**config.mk**
```make
export PLATFORM = sky130hd
export DESIGN_NAME = serial_token_arb
export DESIGN_NICKNAME = d
export VERILOG_FILES = /design/src/rtl/tokchain_pkg.sv /design/src/rtl/token_ctrl.sv /design/src/rtl/token_path.sv /design/src/rtl/serial_token_arb.sv
export SDC_FILE = /design/constraint.sdc
export NUM_CORES = 1
export LEC_CHECK = 0
export BUFFER_PORTS_ARGS = -buffer_cell sky130_fd_sc_hd__buf_2
export CAP_MARGIN = 20
export CORE_AREA = 2 2 39 41
export DETAILED_ROUTE_END_ITERATION = 6
export DIE_AREA = 0 0 41 43
export RECOVER_POWER = 25
export SETUP_SLACK_MARGIN = 0.05
export SLEW_MARGIN = 20
export SYNTH_ARGS = -nofsm -noshare
export SYNTH_HDL_FRONTEND = slang
export SYNTH_HIERARCHICAL = 1
export SYNTH_SLANG_ARGS = --single-unit
```
**constraint.sdc**
```tcl
create_clock -name clk -period 1.9 [get_ports clk]
set_input_delay 0.475 -clock clk [delete_from_list [all_inputs] [get_ports clk]]
set_output_delay 0.475 -clock clk [all_outputs]
set_load 0.005 [all_outputs]
```
**src/rtl/tokchain_pkg.sv**
```systemverilog
package tokchain_pkg;

  typedef enum logic [1:0] {
    TK_WAIT = 2'd0,
    TK_HOLD = 2'd1,
    TK_SOLO = 2'd2
  } tokState_t;

  typedef struct packed {
    logic dropTok;
    logic shiftTick;
  } tokStrobe_t;

endpackage

```
**src/rtl/token_ctrl.sv**
```systemverilog
module token_ctrl
  import tokchain_pkg::*;
(
  input  logic       clk,
  input  logic       rstN,
  input  logic       firstLoadN,
  input  logic       expIn,
  input  logic       shiftEn,
  input  logic       localEmpty,
  input  logic       wordDone,
  output tokStrobe_t strobe,
  output logic       ownTok,
  output logic       soloMode
);

  tokState_t state;
  tokState_t stateNext;
  logic      wordLeaves;

  always_comb wordLeaves = shiftEn && !localEmpty && wordDone;

  always_comb begin
    stateNext = state;
    unique case (state)
      TK_WAIT: if (shiftEn && expIn) stateNext = TK_HOLD;
      TK_HOLD: if (wordLeaves)       stateNext = TK_WAIT;
      default: stateNext = state;
    endcase
  end

  // Mode and first holder are taken from the pins only while reset is held.
  always_ff @(posedge clk) begin
    if (!rstN) begin
      if (expIn)           state <= TK_SOLO;
      else if (firstLoadN) state <= TK_WAIT;
      else                 state <= TK_HOLD;
    end else begin
      state <= stateNext;
    end
  end

  always_comb begin
    ownTok           = (state == TK_HOLD);
    soloMode         = (state == TK_SOLO);
    strobe.dropTok   = (state == TK_HOLD) && wordLeaves;
    strobe.shiftTick = shiftEn;
  end

endmodule

```
**src/rtl/token_path.sv**
```systemverilog
module token_path
  import tokchain_pkg::*;
(
  input  logic       clk,
  input  logic       rstN,
  input  tokStrobe_t strobe,
  input  logic       ownTok,
  input  logic       soloMode,
  input  logic       localEmpty,
  input  logic       almostFlagN,
  output logic       driveEn,
  output logic       shiftOk,
  output logic       expOut
);

  logic pulseQ;
  logic mayShift;

  // Pulse rises with the hand-off and lasts until the next shift enable.
  always_ff @(posedge clk) begin
    if (!rstN)                 pulseQ <= 1'b0;
    else if (strobe.dropTok)   pulseQ <= 1'b1;
    else if (strobe.shiftTick) pulseQ <= 1'b0;
  end

  always_comb begin
    mayShift = ownTok || soloMode;
    driveEn  = mayShift;
    shiftOk  = strobe.shiftTick && mayShift && !localEmpty;
    expOut   = soloMode ? almostFlagN : pulseQ;
  end

endmodule

```
**src/rtl/serial_token_arb.sv**
```systemverilog
module serial_token_arb
  import tokchain_pkg::*;
(
  input  logic clk,
  input  logic rstN,
  input  logic firstLoadN,
  input  logic expIn,
  input  logic shiftEn,
  input  logic localEmpty,
  input  logic wordDone,
  input  logic almostFlagN,
  output logic driveEn,
  output logic shiftOk,
  output logic expOut
);

  tokStrobe_t strobe;
  logic       ownTok;
  logic       soloMode;

  token_ctrl i_ctrl (
    .clk        (clk),
    .rstN       (rstN),
    .firstLoadN (firstLoadN),
    .expIn      (expIn),
    .shiftEn    (shiftEn),
    .localEmpty (localEmpty),
    .wordDone   (wordDone),
    .strobe     (strobe),
    .ownTok     (ownTok),
    .soloMode   (soloMode)
  );

  token_path i_path (
    .clk         (clk),
    .rstN        (rstN),
    .strobe      (strobe),
    .ownTok      (ownTok),
    .soloMode    (soloMode),
    .localEmpty  (localEmpty),
    .almostFlagN (almostFlagN),
    .driveEn     (driveEn),
    .shiftOk     (shiftOk),
    .expOut      (expOut)
  );

endmodule

```
==> qor.csv <==
stage,metric,value,unit
setup_path,worstSetupEndpointType,output port,
sta,fin_tns_setup,0,ps
outcome,run_status,"finished, final reports clean",
setup_path,max_stage_delay,350,ps
global_routing,number_of_global_route_vias_before_repair,175,
run,max_cap_viol_count,0,
cells_and_area,proportion_of_layout_cells_with_a_drive_suffix_above_1,55.9,%
floorplanning,site_rows,14,
cts,ctsRootBufferMaster,sky130_fd_sc_hd__clkbuf_4,
routing,wl_per_cell,7.56,µm
synthesis,synthCells,20,
synthesis,synthesis.area,206,µm²
setup_path,cp_slowest_cell,sky130_fd_sc_hd__edfxtp_1,
floorplanning,floorplan.core_area,1380,µm²
routing,drt_pass1_iterations,4,
cells_and_area,diodes,0,
routing,antenna_left,0,
sta,worst_slew_margin_rel,90.8,%
sta,final_slew_violations,0,
cells_and_area,mostFrequentLayoutCells,"sky130_fd_sc_hd__buf_2, sky130_fd_sc_hd__clkbuf_4, sky130_fd_sc_hd__nor2_1",
cells_and_area,layout.nets,43,
sta,hold_viol_final,0,
pwr,static-leakage-power,0.139,nW
global_routing,globalRouteTotalUtil,5.53,%
placement,port_buffers,10,
setup_path,worst_ep_arrival_time,1320,ps
routing,vias_per_cell,3.76,
synthesis,synth_area_per_cell,10.3,µm²
sta,hold-worst-slack,524,ps
cts,worst_setup_hold_path_clk_slew,40,ps
sta,max_clock_freq,0.558,GHz
setup_path,worstPathBufferInverterCount,1,
cts,cts.sink_count,3,
cts,tritoncts,yes,
cts,number_of_cells_upsized_or_downsized_after_cts,0,
sta,tightestPinTransition,138,ps
sta,fin_skew,3.38,ps
placement,preCtsSetupSlack,252,ps
floorplanning,die_height,43,µm
synthesis,yosys.cell_types.count,16,
cells_and_area,final_common_cell,sky130_fd_sc_hd__buf_2,
sta,rsz0062_at_grt,true,
setup_path,path_delay_family,simple AND/OR/NAND/NOR gates,
synthesis,postSynthNetCount,28,
sta,final-setup-viol-count,0,
synthesis,yosysSeqAreaShare,38.8,%
pwr,peak_supply_drop,0.000287,V
cts,cts_buffer_depth,2,
setup_path,worstPathMaxFanout,3,
cts,cts_htree_levels,1,
setup_path,worst-setup-path-type,flip-flop to output port,
routing,starting_drt_drc_count,4,
placement,placement.cell_area,269,µm²
setup_path,timing.critical_path.from_type,flip-flop,
sta,final_period_minus_worst_setup_slack,1790,ps
synthesis,ys_ff_latch,3,
routing,drcViolationCount,0,
floorplanning,die_area,1760,µm²
cells_and_area,fillers,152,
global_routing,grt_first_pass_wirelength,641,µm
pwr,pwr_density_cell,756,nW/µm²
sta,finalCritPeriodShare,94.3,%
min_path,hp-class,input pin to flip-flop,
floorplanning,design.portCount,11,
setup_path,path_cells,and2b_2 -> or2_4 -> and3b_1 -> buf_2,
floorplanning,die_w,41,µm
cells_and_area,syn2layout_area_growth,46.1,%
global_routing,grt_max_degree,6,
synthesis,synth_warnings,6,
floorplanning,floorplan.initialDensity,14.9,%
routing,via_count,188,
placement,gpl.final_weighted_congestion,0.692,
global_routing,initial_antenna_violation_count,0,
global_routing,globalRouteOverflowTotal,0,
sta,timing.final.ws_setup,108,ps
cells_and_area,finish.instance_area,302,µm²
setup_path,worst-endpoint-required,1420,ps
routing,drt_wl_total,378,µm
cts,cts-hold-fix-buffers,0,
cts,clkLatencyLatePin,230,ps
cts,cts-buffers-inserted,3,
-- Yosys cell counts (all sizes together) --
cell | n | share of area [%]
mux2 | 1 | 5.5
o21ai | 1 | 4.2
nand2 | 1 | 1.8
and3b | 1 | 4.2
nor2 | 3 | 5.5
nor2b | 3 | 13
o21a | 1 | 3.6
a21oi | 1 | 2.4
edfxtp | 2 | 29
and2b | 1 | 4.2
dfxtp | 1 | 9.7
buf | 1 | 3.6
or2 | 1 | 4.2
nand3 | 1 | 4.8
o31a | 1 | 4.2
-- state kept, by name, summed over array words and instances, names as in the netlist --
signal	count
i_path/pulseQ	1
i_ctrl/state	2
-- repair_timing --
| item | CTS | global route |
|---|---|---|
| hold endpoints to repair | 0 | 0 |
| setup buffers | 1 | 0 |
| pin swaps | 0 | 1 |
| endpoints found under the setup margin | 1 | 1 |
-- through the flow --
step	power, mW	util [%]	instances
final	0.228	21.8	50
after global routing	0.242	21.8	50
after CTS	0.232	21.9	50
after detailed placement	0.119	19.4	45
after global placement	0.119	19.4	45
after floorplan	0.103	-	20
-- layout make-up --
cell class              count  area [µm²]  share of cell area, %
clock buffers               4        26.3                   8.71
multi-input cells          16         119                   39.4
flip-flops and latches      3        80.1                   26.6
well taps                  16        20.0                   6.64
repair buffers             11        56.3                   18.7
-- logic make-up (layout without fill, tap and decap cells) --
kind of cell	Yosys count	after routing	synth area share [%]
buffers and inverters	1	15	3.64
flip-flops	3	3	38.8
AO/OA/AOI/OAI	4	4	14.5
multiplexers	1	1	5.45
AND/OR/NAND/NOR	11	11	37.6
-- metal layers --
| layer | GRT usage [%] | routed length, µm |
|---|---|---|
| met3 | 3.14 | 45 |
| met5 | 0 | 0 |
| met1 | 7.44 | 177 |
| met2 | 6.25 | 155 |
| met4 | 4.00 | 0 |
-- power breakdown --
part | leakage [nW] | switching, mW | internal (mW) | total [mW]
clock network | 0.0150 | 0.0295 | 0.0785 | 0.108
logic | 0.0956 | 0.0181 | 0.0244 | 0.0425
registers | 0.0282 | 0.00210 | 0.0752 | 0.0773
-- path summary, 6_finish.rpt --
path	from	end	slack, ps	cells past startpoint
setup / recovery	i_ctrl/state[0]	shiftOk	110	4
hold / removal	rstN	i_path/pulseQ	520	2
setup reg to reg	i_ctrl/state[1]	i_ctrl/state[0]	690	4
hold reg to reg	i_path/pulseQ	i_path/pulseQ	580	2
No activity file was read; power rests on OpenSTA's default activity.
